## src/rtl/spi_sclk_pkg.sv

```systemverilog
package spi_sclk_pkg;
    localparam int unsigned FIELD_W = 8;
    localparam int unsigned EXP_W   = 4;
    localparam int unsigned POW_W   = (1 << EXP_W);
    localparam int unsigned CNT_W   = (POW_W > FIELD_W + 1) ? POW_W : FIELD_W + 1;

    typedef enum logic {
        LAW_POW2   = 1'b0,
        LAW_LINEAR = 1'b1
    } law_e;

    typedef struct packed {
        logic active;
        logic phase;
        logic lead;
        logic trail;
    } gen_state_t;

    typedef struct packed {
        logic [CNT_W-1:0] cnt;
    } timer_state_t;
endpackage

```

## src/rtl/sclk_half_calc.sv

```systemverilog
module sclk_half_calc
    import spi_sclk_pkg::*;
#(
    parameter int unsigned F_W = FIELD_W,
    parameter int unsigned E_W = EXP_W,
    parameter int unsigned C_W = CNT_W
) (
    input  logic           law_sel,
    input  logic [F_W-1:0] div_field,
    output logic [C_W-1:0] reload_val
);
    // reload_val is the half-period length minus one
    logic [C_W-1:0] pow_len;
    logic [C_W-1:0] lin_len;

    always_comb begin
        pow_len = C_W'(1) << div_field[E_W-1:0];
        lin_len = C_W'(div_field);
        if (law_e'(law_sel) == LAW_POW2) begin
            reload_val = pow_len - C_W'(1);
        end else begin
            reload_val = lin_len;
        end
    end
endmodule

```

## src/rtl/sclk_half_timer.sv

```systemverilog
module sclk_half_timer
    import spi_sclk_pkg::*;
#(
    parameter int unsigned C_W = CNT_W
) (
    input  logic           clk,
    input  logic           rst_n,
    input  logic           clear,
    input  logic           start,
    input  logic           count,
    input  logic [C_W-1:0] reload_val,
    output logic           tick
);
    logic [C_W-1:0] cnt_d;
    logic [C_W-1:0] cnt_q;

    assign tick = count && (cnt_q == '0);

    always_comb begin
        cnt_d = cnt_q;
        if (clear) begin
            cnt_d = '0;
        end else if (start) begin
            cnt_d = reload_val;
        end else if (count) begin
            if (cnt_q == '0) begin
                cnt_d = reload_val;
            end else begin
                cnt_d = cnt_q - C_W'(1);
            end
        end
    end

    always_ff @(posedge clk or negedge rst_n) begin
        if (!rst_n) begin
            cnt_q <= '0;
        end else begin
            cnt_q <= cnt_d;
        end
    end

    // a half period begins with exactly the length computed when it was loaded
    assert_reload_R7: assert property (@(posedge clk) disable iff (!rst_n)
        (tick && !clear) |=> (cnt_q == $past(reload_val)));

    // a start loads the first half period
    assert_start_load_R6: assert property (@(posedge clk) disable iff (!rst_n)
        (start && !clear) |=> (cnt_q == $past(reload_val)));
endmodule

```

## src/rtl/spi_sclk_gen.sv

```systemverilog
module spi_sclk_gen
    import spi_sclk_pkg::*;
(
    input  logic               clk,
    input  logic               rst_n,
    input  logic               enable,
    input  logic               law_sel,
    input  logic [FIELD_W-1:0] div_field,
    input  logic               cpol,
    input  logic               run,
    output logic               sclk,
    output logic               lead_edge,
    output logic               trail_edge
);
    gen_state_t       st_d;
    gen_state_t       st_q;
    logic [CNT_W-1:0] reload_val;
    logic             tick;
    logic             t_clear;
    logic             t_start;
    logic             t_count;

    sclk_half_calc #(
        .F_W (FIELD_W),
        .E_W (EXP_W),
        .C_W (CNT_W)
    ) u_calc (
        .law_sel    (law_sel),
        .div_field  (div_field),
        .reload_val (reload_val)
    );

    assign t_clear = !enable;
    assign t_start = enable && !st_q.active && run;
    assign t_count = enable && st_q.active;

    sclk_half_timer #(
        .C_W (CNT_W)
    ) u_timer (
        .clk        (clk),
        .rst_n      (rst_n),
        .clear      (t_clear),
        .start      (t_start),
        .count      (t_count),
        .reload_val (reload_val),
        .tick       (tick)
    );

    always_comb begin
        st_d       = st_q;
        st_d.lead  = 1'b0;
        st_d.trail = 1'b0;
        if (!enable) begin
            st_d = '0;
        end else if (!st_q.active) begin
            if (run) begin
                st_d.active = 1'b1;
            end
        end else if (tick) begin
            if (st_q.phase) begin
                st_d.phase = 1'b0;
                st_d.trail = 1'b1;
                if (!run) begin
                    st_d.active = 1'b0;
                end
            end else if (run) begin
                st_d.phase = 1'b1;
                st_d.lead  = 1'b1;
            end else begin
                st_d.active = 1'b0;
            end
        end
    end

    always_ff @(posedge clk or negedge rst_n) begin
        if (!rst_n) begin
            st_q <= '0;
        end else begin
            st_q <= st_d;
        end
    end

    assign sclk       = enable && (cpol ^ st_q.phase);
    assign lead_edge  = st_q.lead;
    assign trail_edge = st_q.trail;

    assert_strobe_excl_R5: assert property (@(posedge clk) disable iff (!rst_n)
        !(lead_edge && trail_edge));

    assert_lead_once_R5: assert property (@(posedge clk) disable iff (!rst_n)
        lead_edge |=> !lead_edge);

    assert_trail_once_R5: assert property (@(posedge clk) disable iff (!rst_n)
        trail_edge |=> !trail_edge);

    assert_lead_level_R5: assert property (@(posedge clk) disable iff (!rst_n)
        (lead_edge && enable) |-> (sclk != cpol));

    assert_trail_level_R6: assert property (@(posedge clk) disable iff (!rst_n)
        (trail_edge && enable) |-> (sclk == cpol));

    assert_quiet_off_R4: assert property (@(posedge clk) disable iff (!rst_n)
        !enable |=> (!lead_edge && !trail_edge));
endmodule

```

## config.mk

```make
export PLATFORM = sky130hd
export DESIGN_NAME = spi_sclk_gen
export DESIGN_NICKNAME = d
export VERILOG_FILES = /design/src/rtl/spi_sclk_pkg.sv /design/src/rtl/sclk_half_calc.sv /design/src/rtl/sclk_half_timer.sv /design/src/rtl/spi_sclk_gen.sv
export SDC_FILE = /design/constraint.sdc
export NUM_CORES = 1
export LEC_CHECK = 0
export BUFFER_PORTS_ARGS = -buffer_cell sky130_fd_sc_hd__buf_2
export CAP_MARGIN = 20
export CORE_UTILIZATION = 55
export CTS_CLUSTER_DIAMETER = 150
export DETAILED_ROUTE_END_ITERATION = 7
export PLACE_DENSITY = 0.75
export SETUP_SLACK_MARGIN = 0.05
export SLEW_MARGIN = 20
export SYNTH_ARGS = -nofsm -noshare
export SYNTH_HDL_FRONTEND = slang
export SYNTH_SLANG_ARGS = --single-unit
```

## constraint.sdc

```tcl
create_clock -name clk -period 2.45 [get_ports clk]
set_clock_uncertainty 0.05 [all_clocks]
set_input_delay 0.735 -clock clk [delete_from_list [all_inputs] [get_ports clk]]
set_output_delay 0.735 -clock clk [all_outputs]
set_load 0.05 [all_outputs]
```

==> out/qor.csv, run 1 <==
stage;metric;value;unit
pwr;irDropWorstVdd;659;µV
synth;synthFlopType;dfrtp_1;
die;ios;17;
timing;slew_viol_final;0;
die;coreArea;2570;µm²
clock_network;post_cts_buffers;0;
synth;netlist_area;1550;µm²
pwr;pwr-share-comb;59.0;%
critical_path;critPathSlowestCell;or3b_2;
critical_path;end_kind;flip-flop;
clock_network;numCtsBuffers;3;
pwr;seqPwrFrac;30.3;%
synth;ys_seq_area_share;32.3;%
drt;ant_nets;0;
critical_path;critPathRequiredTime;2.60;ns
finish;syn_to_final_growth;8.49;%
timing;setup_viol;0;
timing;min_period;2.17;ns
clock_network;cts.sinks;20;
clock_network;clkTransAtPathRegs;0.12;ns
global_route;antenna_found_initial;0;
synth;syn_inst;196;
clock_network;clk_path_buf_depth;2;
placed_design;dp_hpwl;2.98;mm
synth;yosys-top-cells-area;dfrtp_1 32%, o21ai_0 6.1%, nand2_1 5.3%;
pwr;p_per_area;1100;nW/µm²
drt;routed_wl;4.01;mm
critical_path;cp_cell_sequence;inv_1, ha_1, or3b_2, nor2_1, nand3_1, a32oi_1, o22ai_1;
global_route;grt_max_degree;21;
pwr;switching_power;0.890;mW
die;fp.dieW;55.0;µm
synth;yosysUniqueCellTypes;53;
critical_path;critPathKind;flip-flop to flip-flop;
synth;post-synth-top-count-cell;nand2_1;
clock_network;clk_latency;0.31;ns
placed_design;place.gp.congestion;0.913;
critical_path;critPathMaxStageDelay;0.54;ns
pwr;swShare;48.4;%
global_route;globalRouteOverflowTotal;0;
clock_network;cts_hold_buf;0;
timing;min_period_over_period;88.4;%
die;dieArea;3030;µm²
pwr;p_clk_share;10.7;%
clock_network;cts_root_buf;clkbuf_4;
die;fp-row-count;18;
finish;final_nets;226;
finish;drive_above_1_share;17.3;%
critical_path;cp.arrival;2.31;ns
synth;syn_nets;213;
drt;drt_first_iter_violations;107;
placed_design;place.port_buffers;16;
timing;rsz0062_at_grt;false;
timing;fin_ws;0.285;ns
finish;num-fill-cells;234;
timing;fmax;462;MHz
drt;via_per_inst;6.88;
clock_network;htree_levels;1;
critical_path;crit_path_max_fanout;7;
global_route;grt_pass1_wl;6.82;mm
critical_path;worstSetupStartpoint;u_timer.cnt_q[0];
synth;synth-edff-count;0;
drt;drc_errors;0;
die;die_h;55.0;µm
critical_path;cp_top_family;simple AND/OR/NAND/NOR gates;
timing;setup_tns;0;ns
synth;synth_area_per_cell;7.90;µm²
global_route;grt.total_usage;31.8;%
drt;vias;1637;
worst_hold_path;min_path_type;primary input to asynchronous set/reset pin;
synth;synth_top_area_share;32.3;%
global_route;grt_pass1_vias;1474;
pwr;internal_power;0.949;mW
critical_path;reg2reg_slack;0.28;ns
synth;ys_top_cells_by_count;22 x nand2_1, 20 x dfrtp_1, 19 x o21ai_0, 17 x nor2_1, 13 x a21oi_1;
synth;ys_ff_latch;20;
clock_network;tritoncts;done;
synth;ys_warn_count;0;
timing;hold_viol;0;
critical_path;cp.buffers_inverters;1;
placed_design;place_ws;0.0371;ns
synth;yosysTopAreaCell;dfrtp_1;
synth;async_flop_share;100;%
drt;drt_first_pass_iters;5;
finish;antenna_cells;0;
die;start_util;60.3;%
timing;worst_pin_slew;0.481;ns
critical_path;timing.rr.start;u_timer.cnt_q[0];
clock_network;post_cts_resized;0;
timing;maxSlewHeadroom;67.6;%
flow_run;maxCapViolations;0;
critical_path;start_kind;flip-flop;
pwr;p_leak;0.720;nW
drt;wl_per_cell;16.9;µm
outcome;status;finished clean;
[registers in the layout, summed over array words and instances (netlist names)]
signal,flops
lead_edge,1
u_timer.cnt_q,16
trail_edge,1
st_q,2
[layer usage]
layer / global-route usage (%) / up-vias / routed length, µm
li1: - / 767 / -
met1: 43.6 / 756 / 1740
met2: 50.2 / 102 / 1870
met3: 4.10 / 12 / 321
met4: 12.9 / 0 / 83
met5: 0 / - / 0
[final timing paths]
path	endpoint	depth (start not counted)
max	u_timer.cnt_q[12]	7
min	st_q[2]	1
max reg2reg	u_timer.cnt_q[12]	7
min reg2reg	u_timer.cnt_q[15]	1
max in group asynchronous	u_timer.cnt_q[14]	1
min in group clk	u_timer.cnt_q[15]	1
[layout by cell type, fill, tap and decap left out, types with 2 or more instances in the layout]
cell type  netlist  layout
nand2_1         22      22
dfrtp_1         20      20
o21ai_0         19      19
nor2_1          17      17
buf_2            0      16
a21oi_1         13      13
nor3_1           9       9
nand3_1          9       9
inv_1            6       6
buf_4            0       6
nor4_1           4       4
o311ai_0         4       4
nor2b_1          3       3
o211ai_1         3       3
mux2i_1          3       3
o22ai_1          3       3
ha_1             3       3
clkbuf_4         0       3
or4_4            2       2
xor2_1           2       2
and2_1           2       2
a22oi_1          2       2
o21bai_1         2       2
o31ai_1          2       2
a32oi_1          2       2
o2111ai_1        2       2
[worst register-to-register path, stage by stage (launching register included)]
cell and delay [ns]:
dfrtp_1 0.41, inv_1 0.12, ha_1 0.20, or3b_2 0.54, nor2_1 0.33, nand3_1 0.12
a32oi_1 0.18, o22ai_1 0.09
[stage by stage]
stage | hold slack (ns) | instance area (µm²) | std cells | power [mW] | util (%)
after global routing | 0.322 | 1680 | 238 | 1.98 | 65.4
after detailed placement | 0.450 | 1640 | 234 | 1.61 | 64.0
after global placement | 0.447 | 1640 | 234 | 1.60 | 64.0
final | 0.294 | 1680 | 238 | 1.84 | 65.4
after floorplan | 0.389 | 1550 | 196 | 1.39 | -
after CTS | 0.309 | 1680 | 238 | 1.81 | 65.4
[kinds of logic (layout without fill, tap and decap cells)]
family	after synthesis	count (layout)	share of synthesized area (%)
DFF	20	20	32.3
xor gates and xnor gates	2	2	1.13
buffers and inverters	20	32	5.82
and+or+nand+nor	83	83	28.5
AOI/OAI and AO/OA	65	65	27.8
adders and majority gates	3	3	2.43
muxes	3	3	1.94
[power groups by stage]
stage                     clock network [mW]  registers [mW]  logic [mW]
after detailed placement                   0           0.555        1.06
after floorplan                            0           0.510       0.881
after CTS                              0.202           0.548        1.06
after global placement                     0           0.546        1.05
after global routing                   0.216           0.567        1.20
final                                  0.198           0.557        1.08
[final cells by class]
class	instances	area (µm²)	area share (%)
Inverter	6	22.5	1.34
Timing Repair Buffer	22	125	7.45
Tap cell	30	37.5	2.24
Multi-Input combinational cell	156	957	57.0
Clock buffer	4	36.3	2.16
Sequential cell	20	500	29.8
Note: power is estimated with default switching activity, not from simulation.
==> run 2: changes to the inputs <==
Settings changed: CORE_UTILIZATION 55 to 58, PLACE_DENSITY 0.75 to 0.78.
==> run 2 against run 1 <==
Against the previous run: setup slack got worse by 0.00097 ns; flip-flop and latch count did not move; power rose by 4.1%; sequential share of layout area fell by 0.29 points; worst hold slack got worse by 0.0087 ns; count of clock-buffer cells in the layout fell by 1; wire length fell by 1.1%; combinational power barely moved; critical path type unchanged; critical endpoint is now u_timer.cnt_q[6]; highest routed layer unchanged.
==> out/qor.csv, run 2 (synthesized netlist as in run 1, its figures left out) <==
stage;metric;value;unit;change
pwr;p_leak;0.727;nW;+0.93%
timing;maxSlewHeadroom;52.2;%;-15 points
finish;antenna_cells;0;;unchanged
flow_run;maxCapViolations;0;;unchanged
critical_path;cp.arrival;2.34;ns;+0.03 ns
finish;final_nets;226;;unchanged
worst_hold_path;min_path_type;primary input to asynchronous set/reset pin;;
die;coreArea;2500;µm²;-2.6%
critical_path;cp_top_family;compound AO/OA/AOI/OAI gates;;
pwr;irDropWorstVdd;869;µV;+32%
die;die_h;53.7;µm;-2.5%
clock_network;post_cts_resized;0;;unchanged
placed_design;place.gp.congestion;0.913;;about the same
pwr;switching_power;0.891;mW;about the same
clock_network;clkTransAtPathRegs;0.13;ns;about the same
timing;rsz0062_at_grt;false;;
pwr;swShare;46.5;%;-1.9 points
clock_network;tritoncts;done;;
drt;vias;1601;;-2.2%
timing;whs;0.285;ns;-0.00870 ns
critical_path;cp_cell_sequence;inv_1, ha_1, or3b_2, o311a_2, a21oi_1, o41ai_1, o21bai_1;;
finish;drive_above_1_share;17.3;%;unchanged
die;start_util;61.9;%;+1.6 points
finish;final_common_cell;nand2_1;;
drt;drc_errors;0;;unchanged
timing;fin_ws;0.284;ns;-0.000974 ns
global_route;grt.total_usage;31.1;%;-0.67 points
die;fp.dieW;53.7;µm;-2.5%
global_route;globalRouteOverflowTotal;0;;unchanged
timing;hold_viol;0;;unchanged
global_route;grt_max_degree;21;;unchanged
timing;worst_pin_slew;0.709;ns;+0.229 ns
outcome;status;finished clean;;
placed_design;place_ws;0.0774;ns;+0.0403 ns
critical_path;cp.buffers_inverters;1;;unchanged
finish;largest-register;u_timer.cnt_q;;
pwr;power;1.92;mW;+4.1%
finish;largest_registers;u_timer.cnt_q (16), st_q (2);;
clock_network;numCtsBuffers;3;;unchanged
drt;ant_nets;0;;unchanged
drt;via_per_inst;6.73;;-2.2%
timing;fmax;462;MHz;about the same
timing;setup_viol;0;;unchanged
finish;syn_to_final_growth;9.54;%;
clock_network;htree_levels;1;;unchanged
clock_network;clk_latency;0.32;ns;about the same
finish;largest_register_ffs;16;;unchanged
finish;layout_common_cells;22 x nand2_1, 20 x dfrtp_1, 19 x o21ai_0, 17 x nor2_1, 16 x buf_2;;
timing;setup_tns;0;ns;unchanged
critical_path;critPathMaxStageDelay;0.54;ns;about the same
global_route;grt_pass1_vias;1370;;-7.1%
drt;drt_first_pass_iters;4;;-1
timing;slew_viol_final;0;;unchanged
critical_path;critPathKind;flip-flop to flip-flop;;
placed_design;dp_hpwl;2.99;mm;+0.34%
pwr;p_per_area;1130;nW/µm²;+3.1%
critical_path;crit_path_max_fanout;7;;unchanged
clock_network;cts.sinks;20;;unchanged
clock_network;post_cts_buffers;0;;unchanged
critical_path;start_kind;flip-flop;;
die;dieArea;2880;µm²;-5.0%
pwr;internal_power;1.02;mW;+7.9%
finish;num-fill-cells;214;;-8.5%
clock_network;cts_hold_buf;0;;unchanged
drt;wl_per_cell;16.7;µm;-1.1%
drt;routed_wl;3.97;mm;-1.1%
pwr;pwr-share-comb;56.8;%;-2.2 points
die;ios;17;;unchanged
pwr;p_clk_share;14.6;%;+3.9 points
die;fp-row-count;18;;unchanged
drt;drt_first_iter_violations;82;;-23%
critical_path;critPathRequiredTime;2.62;ns;+0.02 ns
critical_path;end_kind;flip-flop;;
pwr;seqPwrFrac;28.6;%;-1.7 points
global_route;antenna_found_initial;0;;unchanged
timing;min_period_over_period;88.4;%;about the same
clock_network;cts_root_buf;clkbuf_4;;
timing;min_period;2.17;ns;+0.000974 ns
global_route;grt_pass1_wl;6.41;mm;-6.0%
clock_network;clk_path_buf_depth;2;;unchanged
placed_design;place.port_buffers;16;;unchanged
critical_path;critPathSlowestCell;or3b_2;;
==> run 2: cell types whose count changed in the layout (fill, tap and decap cells not counted), sizes merged <==
cell	before	now
clkbuf	4	3
bufinv	0	1
==> run 2: stage by stage <==
| step | instances | instance area (µm²) | util, % |
|---|---|---|---|
| after floorplan | 196 | 1550 | - |
| after global placement | 234 | 1640 | 65.7 |
| after detailed placement | 234 | 1640 | 65.7 |
| after CTS | 238 | 1700 | 67.8 |
| after global routing | 238 | 1700 | 67.8 |
| final | 238 | 1700 | 67.8 |
==> run 2: worst reg2reg max path, stage by stage, from the launching register on <==
cell and delay [ns]:
dfrtp_1 0.41, inv_1 0.13, ha_1 0.21, or3b_2 0.54
o311a_2 0.36, a21oi_1 0.12, o41ai_1 0.09, o21bai_1 0.18
==> run 2: power by group through the flow <==
stage / logic (mW) / clock network, mW / registers, mW
floorplan: 0.881 / 0 / 0.510
global placement: 1.04 / 0 / 0.545
detailed placement: 1.06 / 0 / 0.552
CTS: 1.07 / 0.281 / 0.544
global route: 1.18 / 0.297 / 0.564
finish: 1.09 / 0.279 / 0.549
==> run 2: final cells by class <==
type	count	area [µm²]	area share, %
inverters	6	22.5	1.33
flip-flops and latches	20	500	29.5
well taps	30	37.5	2.21
multi-input cells	156	957	56.5
clock inverters	1	30.0	1.77
clock buffers	3	22.5	1.33
repair buffers	22	125	7.38
==> run 2: worst paths after layout <==
kind                                    from                end  slack, ns  cells past startpoint
min in group clk           u_timer.cnt_q[15]  u_timer.cnt_q[15]       0.51                      1
setup / recovery            u_timer.cnt_q[0]   u_timer.cnt_q[6]       0.28                      7
hold reg to reg            u_timer.cnt_q[15]  u_timer.cnt_q[15]       0.51                      1
setup reg to reg            u_timer.cnt_q[0]   u_timer.cnt_q[6]       0.28                      7
hold / removal                         rst_n            st_q[2]       0.29                      1
max in group asynchronous              rst_n  u_timer.cnt_q[14]       1.74                      1
==> run 2: per-layer routing <==
layer / vias up / part of all wire [%] / global-route usage [%] / wire length, µm
met4: 0 / 2.5 / 14.5 / 99
met1: 738 / 42 / 41.1 / 1660
li1: 764 / - / - / -
met5: - / 0 / 0 / 0
met2: 86 / 48 / 50.6 / 1890
met3: 13 / 8.0 / 3.39 / 316
==> run 3: changes to the inputs <==
Settings changed: CELL_PAD_IN_SITES_DETAIL_PLACEMENT set to 0, CELL_PAD_IN_SITES_GLOBAL_PLACEMENT set to 1, CORE_UTILIZATION 58 to 43.
==> run 3 against run 2 <==
Against the previous run: critical path depth stayed put; sequential share of layout area fell by 0.49 points; die area up 34%; worst hold slack better by 0.0098 ns; combinational power grew 4%; clock power down 27%; global-route usage fell by 6.0 points; power down 1.1%; cell count is 7.6% higher; setup slack lost 0.0088 ns; wire length rose by 8.6%; largest power group unchanged; flip-flop and latch count is the same.
==> out/qor.csv, run 3 (synthesized netlist as in run 1, its figures left out) <==
stage;metric;value;unit;change
timing;setup_viol;0;;unchanged
timing;rsz0062_at_grt;false;;
global_route;grt.total_usage;25.2;%;-6.0 points
placed_design;place.gp.congestion;0.902;;-1.2%
die;dieArea;3840;µm²;+34%
placed_design;dp_hpwl;3.26;mm;+9.1%
die;fp-row-count;21;;+3
timing;fmax;460;MHz;-0.40%
critical_path;cp.buffers_inverters;1;;unchanged
timing;min_period;2.18;ns;+0.00877 ns
timing;setup_tns;0;ns;unchanged
worst_hold_path;min_path_type;primary input to asynchronous set/reset pin;;
finish;largest_register_ffs;16;;unchanged
global_route;grt_pass1_wl;6.91;mm;+7.8%
clock_network;cts_root_buf;clkbuf_4;;
die;start_util;45.7;%;-16 points
flow_run;maxCapViolations;0;;unchanged
finish;drive_above_1_share;19.0;%;+1.7 points
timing;fin_ws;0.275;ns;-0.00878 ns
critical_path;cp.arrival;2.32;ns;-0.02 ns
pwr;p_leak;0.731;nW;+0.49%
critical_path;critPathKind;flip-flop to flip-flop;;
placed_design;place_ws;0.141;ns;+0.0632 ns
critical_path;reg2reg_depth;7;;unchanged
critical_path;cp_top_family;simple AND/OR/NAND/NOR gates;;
clock_network;cts.sinks;20;;unchanged
critical_path;start_kind;flip-flop;;
critical_path;cp_cell_sequence;inv_1, ha_1, or3b_2, nor2_1, nand3_1, a32oi_1, o22ai_1;;
timing;whs;0.295;ns;+0.00978 ns
pwr;irDropWorstVdd;493;µV;-43%
finish;final_common_cell;nand2_1;;
die;die_h;62.0;µm;+16%
critical_path;critPathRequiredTime;2.60;ns;-0.02 ns
pwr;seqPwrFrac;29.3;%;+0.7 points
global_route;grt_max_degree;21;;unchanged
critical_path;critPathMaxStageDelay;0.55;ns;about the same
timing;maxSlewHeadroom;66.2;%;+14 points
pwr;swShare;48.2;%;+1.7 points
global_route;grt_pass1_vias;1419;;+3.6%
critical_path;crit_path_max_fanout;7;;unchanged
critical_path;end_kind;flip-flop;;
clock_network;tritoncts;done;;
drt;via_per_inst;6.16;;-8.4%
clock_network;clk_path_buf_depth;2;;unchanged
finish;syn_to_final_growth;11.4;%;
pwr;p_clk_share;10.8;%;-3.8 points
drt;ant_nets;0;;unchanged
die;fp.dieW;62.0;µm;+16%
drt;drc_errors;0;;unchanged
pwr;p_per_area;1100;nW/µm²;-2.8%
clock_network;clk_latency;0.32;ns;about the same
drt;drt_first_pass_iters;4;;unchanged
clock_network;clkTransAtPathRegs;0.13;ns;about the same
placed_design;placed_cells;252;;+7.7%
critical_path;reg2reg_slack;0.27;ns;about the same
die;ios;17;;unchanged
timing;hold_viol;0;;unchanged
finish;final_nets;228;;+0.88%
critical_path;critPathSlowestCell;or3b_2;;
drt;drt_first_iter_violations;91;;+11%
timing;slew_viol_final;0;;unchanged
drt;routed_wl;4.31;mm;+8.6%
pwr;pwr-share-comb;59.9;%;+3.1 points
pwr;internal_power;0.981;mW;-4.2%
timing;min_period_over_period;88.8;%;+0.36 points
placed_design;place.port_buffers;16;;unchanged
clock_network;htree_levels;1;;unchanged
drt;wl_per_cell;16.8;µm;+0.98%
die;coreArea;3390;µm²;+36%
global_route;antenna_found_initial;0;;unchanged
finish;largest-register;u_timer.cnt_q;;
timing;worst_pin_slew;0.503;ns;-0.207 ns
finish;layout_common_cells;22 x nand2_1, 20 x dfrtp_1, 19 x o21ai_0, 17 x nor2_1, 16 x buf_2;;
finish;largest_registers;u_timer.cnt_q (16), st_q (2);;
critical_path;crit_cells;7;;unchanged
global_route;globalRouteOverflowTotal;0;;unchanged
finish;antenna_cells;0;;unchanged
finish;fin_cells;256;;+7.6%
drt;vias;1577;;-1.5%
clock_network;numCtsBuffers;3;;unchanged
outcome;status;finished clean;;
pwr;switching_power;0.913;mW;+2.5%
## run 3: area by class of cell
class | instances | area, µm²
Timing Repair Buffer | 24 | 140
Clock buffer | 4 | 36.3
Fill cell | 344 | 1670
Multi-Input combinational cell | 156 | 967
Tap cell | 46 | 57.6
Sequential cell | 20 | 500
Inverter | 6 | 22.5
## run 3: final timing paths
| path | start | end |
|---|---|---|
| max | u_timer.cnt_q[0] | u_timer.cnt_q[12] |
| min | rst_n | st_q[2] |
| max reg2reg | u_timer.cnt_q[0] | u_timer.cnt_q[12] |
| min reg2reg | u_timer.cnt_q[15] | u_timer.cnt_q[15] |
| max in group asynchronous | rst_n | u_timer.cnt_q[9] |
| min in group clk | u_timer.cnt_q[15] | u_timer.cnt_q[15] |
## run 3: routing by layer
metal / part of all wire [%] / global-route usage [%] / routed length [µm]
met2: 46 / 40.0 / 2000
met1: 46 / 34.0 / 2000
met3: 4.8 / 3.52 / 209
met5: 0 / 0 / 0
met4: 2.4 / 11.1 / 102
## run 3: per-stage QoR
| stage | power (mW) | utilization (%) | instance area, µm² |
|---|---|---|---|
| floorplan | 1.39 | - | 1550 |
| global placement | 1.64 | 49.5 | 1680 |
| detailed placement | 1.65 | 49.5 | 1680 |
| CTS | 1.86 | 50.6 | 1710 |
| global route | 2.05 | 50.9 | 1720 |
| finish | 1.89 | 50.9 | 1720 |
## run 3: power groups by stage
| stage | combinational [mW] | sequential [mW] | clock [mW] |
|---|---|---|---|
| after floorplan | 0.881 | 0.510 | 0 |
| after CTS | 1.11 | 0.546 | 0.212 |
| after global routing | 1.25 | 0.573 | 0.222 |
| final | 1.13 | 0.556 | 0.205 |
| after detailed placement | 1.10 | 0.553 | 0 |
| after global placement | 1.09 | 0.550 | 0 |
## run 3: repair_timing
action                                 4_1_cts  5_1_grt
buffers inserted                             0        0
endpoints found under the hold margin        0        0
setup endpoints to repair                    0        2
gates resized for setup                      0        2
hold buffers                                 0        0
